File: config.mk
export PLATFORM = sky130hd
export DESIGN_NAME = csd_recoder
export DESIGN_NICKNAME = d
export VERILOG_FILES = /design/src/rtl/csd_pkg.sv /design/src/rtl/csd_lfsr.sv /design/src/rtl/csd_run_scanner.sv /design/src/rtl/csd_digit_accum.sv /design/src/rtl/csd_recoder.sv
export SDC_FILE = /design/constraint.sdc
export NUM_CORES = 1
export LEC_CHECK = 0
export BUFFER_PORTS_ARGS = -buffer_cell sky130_fd_sc_hd__buf_2
export CORE_ASPECT_RATIO = 1.75
export CORE_MARGIN = 10
export CORE_UTILIZATION = 30
export DETAILED_ROUTE_END_ITERATION = 10
export PLACE_DENSITY = 0.56
export SLEW_MARGIN = 25
export SYNTH_ARGS = -nofsm -noshare
export SYNTH_HDL_FRONTEND = slang
export SYNTH_SLANG_ARGS = --single-unit
File: constraint.sdc
create_clock -name clk -period 3.3 [get_ports clk]
set_input_delay 0.825 -clock clk [delete_from_list [all_inputs] [get_ports clk]]
set_output_delay 0.825 -clock clk [all_outputs]
set_load 0.005 [all_outputs]
File: src/rtl/csd_pkg.sv
package csd_pkg;

    // Controller states
    typedef enum logic [0:0] {
        ST_IDLE = 1'b0,
        ST_SCAN = 1'b1
    } scan_state_e;

    // Class of a finished stretch of ones, by its length
    typedef enum logic [1:0] {
        RUN_NONE   = 2'd0,
        RUN_SINGLE = 2'd1,
        RUN_PAIR   = 2'd2,
        RUN_LONG   = 2'd3
    } run_kind_e;

    // Event emitted when a stretch of ones closes
    typedef struct packed {
        logic      valid;
        run_kind_e kind;
    } run_event_t;

    function automatic run_kind_e classify_run(input int unsigned len);
        if (len == 0)      return RUN_NONE;
        else if (len == 1) return RUN_SINGLE;
        else if (len == 2) return RUN_PAIR;
        else               return RUN_LONG;
    endfunction

    // Index width able to address positions 0..n
    function automatic int unsigned pos_bits(input int unsigned n);
        return (n < 2) ? 1 : $clog2(n + 1);
    endfunction

endpackage

File: src/rtl/csd_lfsr.sv
module csd_lfsr #(
    parameter int unsigned       LFSR_W = 16,
    parameter logic [LFSR_W-1:0] SEED   = 16'hACE1,
    parameter logic [LFSR_W-1:0] TAPS   = 16'hB400
) (
    input  logic              clk,
    input  logic              rst,
    input  logic              advance,
    output logic              coin,
    output logic [LFSR_W-1:0] state
);
    logic [LFSR_W-1:0] st_q;
    logic [LFSR_W-1:0] st_next;

    // Galois form: shift right, fold the taps in when a one drops out
    always_comb begin
        st_next = st_q >> 1;
        if (st_q[0]) st_next = st_next ^ TAPS;
    end

    always_ff @(posedge clk) begin
        if (rst)          st_q <= SEED;
        else if (advance) st_q <= st_next;
    end

    assign coin  = st_q[0];
    assign state = st_q;
endmodule

File: src/rtl/csd_run_scanner.sv
module csd_run_scanner
    import csd_pkg::*;
#(
    parameter int unsigned W     = 8,
    parameter int unsigned IDX_W = pos_bits(W)
) (
    input  logic             clk,
    input  logic             rst,
    input  logic             load,
    input  logic             step,
    input  logic             cur_bit,
    input  logic [IDX_W-1:0] cur_idx,
    output run_event_t       evt,
    output logic [IDX_W-1:0] run_lo,
    output logic [IDX_W-1:0] run_hi
);
    logic             active_q;
    logic [IDX_W-1:0] lo_q;
    logic [IDX_W-1:0] run_len;

    assign run_len = cur_idx - lo_q;

    // A stretch closes at the first zero seen while one is open
    always_comb begin
        evt.valid = step && active_q && !cur_bit;
        evt.kind  = evt.valid ? classify_run(32'(run_len)) : RUN_NONE;
    end

    assign run_lo = lo_q;
    assign run_hi = cur_idx;

    always_ff @(posedge clk) begin
        if (rst) begin
            active_q <= 1'b0;
            lo_q     <= '0;
        end else if (load) begin
            active_q <= 1'b0;
            lo_q     <= '0;
        end else if (step) begin
            if (cur_bit && !active_q) begin
                active_q <= 1'b1;
                lo_q     <= cur_idx;
            end else if (!cur_bit) begin
                active_q <= 1'b0;
            end
        end
    end
endmodule

File: src/rtl/csd_digit_accum.sv
module csd_digit_accum
    import csd_pkg::*;
#(
    parameter int unsigned W     = 8,
    parameter int unsigned IDX_W = pos_bits(W),
    localparam int unsigned DW   = W + 1
) (
    input  logic             clk,
    input  logic             rst,
    input  logic             clear,
    input  run_event_t       evt,
    input  logic [IDX_W-1:0] run_lo,
    input  logic [IDX_W-1:0] run_hi,
    input  logic             coin,
    output logic [DW-1:0]    pos_q,
    output logic [DW-1:0]    neg_q
);
    localparam logic [DW-1:0] ONE = DW'(1);

    logic [DW-1:0] lo_mask;
    logic [DW-1:0] lo_up_mask;
    logic [DW-1:0] hi_mask;
    logic [DW-1:0] pos_set;
    logic [DW-1:0] neg_set;

    assign lo_mask    = ONE << run_lo;
    assign lo_up_mask = ONE << (run_lo + IDX_W'(1));
    assign hi_mask    = ONE << run_hi;

    always_comb begin
        pos_set = '0;
        neg_set = '0;
        if (evt.valid) begin
            unique case (evt.kind)
                RUN_SINGLE: pos_set = lo_mask;
                RUN_PAIR: begin
                    if (coin) begin
                        neg_set = lo_mask;
                        pos_set = hi_mask;
                    end else begin
                        pos_set = lo_mask | lo_up_mask;
                    end
                end
                RUN_LONG: begin
                    neg_set = lo_mask;
                    pos_set = hi_mask;
                end
                default: ;
            endcase
        end
    end

    always_ff @(posedge clk) begin
        if (rst || clear) begin
            pos_q <= '0;
            neg_q <= '0;
        end else begin
            pos_q <= pos_q | pos_set;
            neg_q <= neg_q | neg_set;
        end
    end
endmodule

File: src/rtl/csd_recoder.sv
module csd_recoder
    import csd_pkg::*;
#(
    parameter int unsigned       W      = 8,
    parameter int unsigned       LFSR_W = 16,
    parameter logic [LFSR_W-1:0] SEED   = 16'hACE1,
    parameter logic [LFSR_W-1:0] TAPS   = 16'hB400
) (
    input  logic         clk,
    input  logic         rst,
    input  logic         start,
    input  logic [W-1:0] weight_in,
    output logic         busy,
    output logic         done,
    output logic [W:0]   pos_digits,
    output logic [W:0]   neg_digits
);
    localparam int unsigned IDX_W = pos_bits(W);
    localparam logic [IDX_W-1:0] LAST_IDX = IDX_W'(W);

    scan_state_e      state_q;
    logic [IDX_W-1:0] idx_q;
    logic [W-1:0]     shreg_q;
    logic             done_q;
    logic             launch;
    logic             step;
    logic             at_last;

    run_event_t       evt;
    logic [IDX_W-1:0] run_lo;
    logic [IDX_W-1:0] run_hi;
    logic             coin;
    logic [LFSR_W-1:0] lfsr_state;

    assign launch  = start && (state_q == ST_IDLE);
    assign step    = (state_q == ST_SCAN);
    assign at_last = (idx_q == LAST_IDX);

    always_ff @(posedge clk) begin
        if (rst) begin
            state_q <= ST_IDLE;
            idx_q   <= '0;
            shreg_q <= '0;
            done_q  <= 1'b0;
        end else begin
            done_q <= 1'b0;
            if (launch) begin
                state_q <= ST_SCAN;
                idx_q   <= '0;
                shreg_q <= weight_in;
            end else if (step) begin
                shreg_q <= shreg_q >> 1;
                if (at_last) begin
                    state_q <= ST_IDLE;
                    done_q  <= 1'b1;
                end else begin
                    idx_q <= idx_q + IDX_W'(1);
                end
            end
        end
    end

    csd_run_scanner #(.W(W), .IDX_W(IDX_W)) u_scan (
        .clk     (clk),
        .rst     (rst),
        .load    (launch),
        .step    (step),
        .cur_bit (shreg_q[0]),
        .cur_idx (idx_q),
        .evt     (evt),
        .run_lo  (run_lo),
        .run_hi  (run_hi)
    );

    csd_lfsr #(.LFSR_W(LFSR_W), .SEED(SEED), .TAPS(TAPS)) u_rng (
        .clk     (clk),
        .rst     (rst),
        .advance (evt.valid && (evt.kind == RUN_PAIR)),
        .coin    (coin),
        .state   (lfsr_state)
    );

    csd_digit_accum #(.W(W), .IDX_W(IDX_W)) u_acc (
        .clk    (clk),
        .rst    (rst),
        .clear  (launch),
        .evt    (evt),
        .run_lo (run_lo),
        .run_hi (run_hi),
        .coin   (coin),
        .pos_q  (pos_digits),
        .neg_q  (neg_digits)
    );

    assign busy = step;
    assign done = done_q;
endmodule

==> results by group, run 1 <==
Status
  • Status: finished clean

Yosys
  • Synthesized area per cell: 8.423 sq um
  • Cell Area, Synth: 2670 sq um
  • Share of Yosys cell area claimed by the top area cell type: 39.74%
  • Net Count, Synth: 340
  • Leading cell type by number of instances after synthesis: dfxtp_1
  • Most used flip-flop cell after synthesis: dfxtp_1
  • Post-synth top area cell: dfxtp_1
  • Post-synthesis sequential area ratio: 39.74%
  • Cell types with the largest area share after synthesis: dfxtp_1, a21oi_1, nor2_1
  • Synth warnings: 0
  • Asr flop ratio synth: 0%
  • Number of flops mapped to enable cells by yosys: 0
  • Count of state elements after synthesis: 53
  • Commonest cells in the synthesized netlist: dfxtp_1, nor2_1, a21oi_1
  • Synth cell types: 54
  • Gate Count Post-Synth: 317

GRT
  • Number of antenna violations at the first check in global routing: 0
  • Tot GR Track Use: 10.29%
  • Largest net degree at the start of global routing: 28
  • Overflow left after global routing: 0
  • Via count of the first global-routing pass: 2252
  • First-pass GRT wire length: 10870 microns

Power
  • Power per standard cell area: 417.4 nW/um^2
  • Internal power component: 0.0009592 W
  • Clk pwr share: 41.9%
  • Net switching power: 0.0002937 W
  • Cell leakage power: 1.197 nW
  • Relative contribution of combinational cells to total power: 5.9%
  • Switching portion of total power: 23.44%
  • Worst vdd ir: 0.2339 mV
  • Reg power frac: 52.2%

Drt
  • Number of detailed-routing iterations run before antenna repair: 4
  • Initial DRC Count: 163
  • Count of unresolved DRC violations after routing: 0
  • Drt via density: 4.896
  • Via total after detailed routing: 2218
  • Sum of routed wire length over all layers: 6702 microns
  • Drt wl/cell: 14.79 microns
  • Residual antenna-violating net count after detailed routing: 0

Layout
  • Area added between synthesis and finish: 12.42%
  • Sequential cell area: 1061 sq um
  • Diodes inserted: 0
  • Number of nets in the layout: 358
  • Layout cells sized above 1: 15.18%
  • Post-route core utilization: 34.62%
  • Layout fillers: 948
  • Area of the multi-input gates: 1449 sq um

Clocking
  • Total of cells resized after clock tree synthesis: 0
  • Cts bufs inserted: 5
  • Clock net sink count: 53
  • Count of buffers added by post-CTS timing repair for setup: 0
  • Root cell of the clock tree: clkbuf_16
  • Clock transition at the register clock pins on the worst setup and hold paths after CTS: 0.07 ns
  • Depth of the CTS H-tree: 2
  • Clk_lat worst skew: 0.30 ns
  • Post-CTS Hold Buffers: 0
  • Number of buffers on the longest clock path: 2
  • Clock tree from TritonCTS: yes

Die
  • Overall die height: 144.8 microns
  • Initial standard-cell utilization of the core: 30.79%
  • Die width: 91.32 microns
  • Number of primary I/O pins: 31
  • Total core area: 8671 sq um
  • Floorplan row count: 45
  • Total Die Area: 13220 sq um

Worst setup path
  • Max FO, Critical Path: 17
  • Required time reported for the critical path endpoint: 3.52 ns
  • Crit Path Category: reg -> reg
  • Arr. time, crit path: 3.03 ns
  • Startpoint Class: register
  • Crit. End Element: register

Timing
  • Slew Limit Headroom: 57.77%
  • Clock period minus worst slack: 2.808 ns
  • Hold WS: 0.4502 ns
  • Hold Violations, Final: 0
  • Maximum frequency from static timing analysis: 0.3562 GHz
  • Final-report max-slew violation count: 0
  • Setup total negative slack: 0 ns
  • Total setup violations reported at the end of the flow: 0
  • Slew at the pin closest to its max-slew limit: 0.6314 ns
  • Tcrit/Tclk final: 85.08%
  • Unrepaired setup endpoints after global routing: false
  • Final Skew: 0.008139 ns

Flow run
  • Max Cap Viol: 0

Min path
  • Hold WC Path Type: reg -> reg

Placed design
  • Half-perimeter wire length after detailed placement: 5055 microns
  • Quantity of I/O buffers inserted on ports: 30
  • Routability Congestion: 0.8892
==> worst paths after layout <==
check / start / endpoint / slack [ns] / depth (start not counted)
hold / removal: u_rng.state[3] / u_rng.state[2] / 0.45 / 2
hold reg to reg: u_rng.state[3] / u_rng.state[2] / 0.45 / 2
setup reg to reg: u_scan.run_lo[2] / u_acc.pos_q[6] / 0.49 / 8
setup / recovery: u_scan.run_lo[2] / u_acc.pos_q[6] / 0.49 / 8
==> sequential cells by signal, summed over array words and instances (netlist names) <==
register         count
u_acc.neg_q          9
done                 1
idx_q                4
u_acc.pos_q          9
u_scan.run_lo        4
u_scan.active_q      1
u_rng.state         16
shreg_q              8
busy                 1
==> worst max-delay path, stage by stage, from the launching register on <==
cell,delay (ns)
dfxtp_1,0.58
inv_1,0.18
ha_1,0.35
a21oi_1,0.28
and3_1,0.38
o21ai_2,0.10
nor3_4,0.52
a221oi_1,0.16
a21oi_1,0.19
==> power groups by stage <==
stage                     clock network (W)  logic [W]  registers (W)
after global routing               0.000557  0.0000843       0.000655
after floorplan                           0  0.0000579       0.000667
after global placement                    0  0.0000743       0.000668
final                              0.000526  0.0000737       0.000654
after CTS                          0.000539  0.0000755       0.000654
after detailed placement                  0  0.0000749       0.000669
==> cell usage in the layout (no fill, tap or decap), types with 2 or more instances in the layout <==
master,n
a211o_1,2
o21ai_0,2
nand3b_1,9
nand2b_1,4
nand2_1,37
o21bai_1,2
nor4_1,2
nand3_1,3
mux2i_1,11
a31oi_1,5
dfxtp_1,53
xor2_1,5
inv_1,10
buf_4,2
nor2_1,49
o22ai_1,2
a221oi_1,4
xnor2_1,4
nor2b_1,2
clkbuf_16,5
nor3b_1,2
a21oi_1,40
nor3_1,9
ha_1,11
a211oi_1,2
buf_2,30
==> area by class of cell <==
| type | instances | share of cell area [%] |
|---|---|---|
| Sequential cell | 53 | 35.35 |
| Clock buffer | 6 | 4.293 |
| Timing Repair Buffer | 32 | 5.502 |
| Tap cell | 117 | 4.877 |
| Clock inverter | 2 | 0.4585 |
| Multi-Input combinational cell | 233 | 48.27 |
| Inverter | 10 | 1.251 |
==> metal layers <==
| metal | track usage [%] | share of wire, % |
|---|---|---|
| met1 | 8.821 | 36 |
| met2 | 20.63 | 57 |
| met3 | 1.753 | 2.3 |
| met4 | 7.457 | 5.3 |
| met5 | 0 | 0 |
==> stage by stage <==
stage	setup slack, ns	cell area, sq um	instances	power (W)
floorplan	0.9013	2670	317	0.0007254
global placement	0.5885	2859	445	0.0007427
CTS	0.4767	3002	453	0.001268
detailed placement	0.5024	2859	445	0.0007436
finish	0.4923	3002	453	0.001253
global route	0.3167	3002	453	0.001296
==> logic make-up (layout without fill, tap and decap cells) <==
group,Yosys count,in the layout,synth area share (%)
buffers and inverters,31,50,5.998
adder cells (fa/ha/maj),12,12,5.904
AND/OR/NAND/NOR,129,129,23.38
flip-flops,53,53,39.74
AO/OA/AOI/OAI,72,72,17.90
XOR/XNOR,9,9,2.952
multiplexers,11,11,4.124
Power figures use the tool's default switching activity.
==> inputs of run 2 (changes only) <==
Settings changed: BUFFER_PORTS_ARGS -buffer_cell sky130_fd_sc_hd__buf_2 to not set, DONT_BUFFER_PORTS set to 1, MAX_ROUTING_LAYER set to met4, PLACE_DENSITY 0.56 to 0.53.
==> run 2 against run 1 <==
Sequential cell count is the same. Clock power grew 15%. Largest cell class unchanged. Sequential power is essentially flat. Final area shrank 4.1%. Fmax shrank 0.22%. Clock skew grew 0.00095 ns. Largest power group unchanged.
==> results by group, run 2 (synthesis gave the netlist of run 1 again) <==
Status
  • Status: finished clean

Layout
  • Number of nets in the layout: 328
  • Layout fillers: 936
  • Flip-flop count of the largest register after layout: 16
  • Layout cells sized above 1: 7.190%
  • Diodes inserted: 0
  • Post-route core utilization: 33.19%
  • Leading cell types in the layout, fill and taps excluded: dfxtp_1, nor2_1, a21oi_1, nand2_1
  • Area added between synthesis and finish: 7.779%
  • Most common cell after layout, fill and taps aside: dfxtp_1

Drt
  • Via total after detailed routing: 2084
  • Drt via density: 4.927
  • Residual antenna-violating net count after detailed routing: 0
  • Count of unresolved DRC violations after routing: 0
  • Sum of routed wire length over all layers: 6624 microns
  • Initial DRC Count: 124
  • Drt wl/cell: 15.66 microns
  • Number of detailed-routing iterations run before antenna repair: 4

Timing
  • Clock period minus worst slack: 2.814 ns
  • Setup total negative slack: 0 ns
  • Unrepaired setup endpoints after global routing: false
  • Slew Limit Headroom: 51.79%
  • Final worst-path setup slack: 0.4861 ns
  • Tcrit/Tclk final: 85.27%
  • Hold Violations, Final: 0
  • Slew at the pin closest to its max-slew limit: 0.7211 ns
  • Maximum frequency from static timing analysis: 0.3554 GHz
  • Final-report max-slew violation count: 0
  • Final Skew: 0.009090 ns
  • Total setup violations reported at the end of the flow: 0

Die
  • Total Die Area: 13220 sq um
  • Number of primary I/O pins: 31
  • Total core area: 8671 sq um
  • Initial standard-cell utilization of the core: 30.79%
  • Floorplan row count: 45
  • Die width: 91.32 microns
  • Overall die height: 144.8 microns

Placed design
  • Worst slack at placement: 0.4728 ns
  • Quantity of I/O buffers inserted on ports: 0
  • Half-perimeter wire length after detailed placement: 4898 microns
  • Routability Congestion: 0.8685

GRT
  • Tot GR Track Use: 10.73%
  • Via count of the first global-routing pass: 2127
  • Overflow left after global routing: 0
  • First-pass GRT wire length: 10960 microns
  • Largest net degree at the start of global routing: 28
  • Number of antenna violations at the first check in global routing: 0

Clocking
  • Post-CTS Hold Buffers: 0
  • Root cell of the clock tree: clkbuf_16
  • Clock net sink count: 53
  • Clock tree from TritonCTS: yes
  • Depth of the CTS H-tree: 2
  • Number of buffers on the longest clock path: 2
  • Cts bufs inserted: 5
  • Clock transition at the register clock pins on the worst setup and hold paths after CTS: 0.08 ns
  • Clk_lat worst skew: 0.30 ns
  • Count of buffers added by post-CTS timing repair for setup: 0
  • Total of cells resized after clock tree synthesis: 0

Power
  • Power per standard cell area: 459.2 nW/um^2
  • Cell leakage power: 1.060 nW
  • Worst vdd ir: 0.4239 mV
  • Final Power: 0.001321 W

Worst setup path
  • Sequence of cells on the critical path: inv_1 > ha_1 > fa_1 > xor2_1 > o211ai_2 > or3_1 > a21oi_1
  • Startpoint Class: register
  • Internal reg-to-reg setup slack: 0.49 ns
  • CP max stage cell: xor2_1
  • Delay of the slowest cell on the worst path: 0.53 ns
  • Crit path buf inv count: 1
  • Crit Path Category: reg -> reg
  • Largest delay contributor family on the critical path: adder cells
  • Max FO, Critical Path: 17
  • Crit. End Element: register
  • Arr. time, crit path: 3.05 ns
  • Required time reported for the critical path endpoint: 3.53 ns

Flow run
  • Max Cap Viol: 0

Min path
  • Hold WC Path Type: reg -> reg
==> run 2: cell types whose count changed in the layout (fill, tap and decap cells not counted) <==
| cell | previous run | this run |
|---|---|---|
| bufinv_16 | 0 | 1 |
| buf_2 | 30 | 0 |
| clkbuf_1 | 1 | 0 |
==> run 2: area by class of cell <==
type | count | area [sq um] | share of cell area (%)
Clock buffer | 5 | 125.1 | 4.348
Tap cell | 117 | 146.4 | 5.087
Inverter | 10 | 37.54 | 1.304
Sequential cell | 53 | 1061 | 36.87
Clock inverter | 3 | 43.79 | 1.522
Multi-Input combinational cell | 233 | 1449 | 50.35
Timing Repair Buffer | 2 | 15.01 | 0.5217
==> run 2: worst paths after layout <==
kind,depth (start not counted),endpoint,start
min,2,u_rng.state[15],u_rng.state[15]
max reg2reg,7,u_acc.pos_q[8],idx_q[0]
max,7,u_acc.pos_q[8],idx_q[0]
min reg2reg,2,u_rng.state[15],u_rng.state[15]
==> run 2: power by group <==
group	leakage, nW	switching, W	total [W]	internal, W
Sequential	0.429	0.00000603	0.000654	0.000648
Combinational	0.547	0.0000371	0.0000602	0.0000231
Clock	0.0842	0.000247	0.000607	0.000360
==> run 2: per-layer routing <==
metal	vias up	global-route usage (%)	routed length (microns)
met5	-	-	0
met4	0	6.379	296
met3	14	3.146	324
met2	38	18.89	3444
met1	958	10.24	2559
li1	1074	-	-
==> run 2: stage by stage <==
stage	cell area [sq um]	cells	hold slack [ns]
2_1_floorplan	2670	317	0.4154
6_report	2878	423	0.4397
5_1_grt	2878	423	0.4548
4_1_cts	2878	423	0.4461
3_3_place_gp	2709	415	0.4339
3_5_place_dp	2709	415	0.4352
==> run 2: worst register-to-register path: stages (launching register included) <==
cell and delay, ns:
dfxtp_1 0.38, inv_1 0.13, ha_1 0.24, fa_1 0.38, xor2_1 0.53, o211ai_2 0.48
or3_1 0.47, a21oi_1 0.13
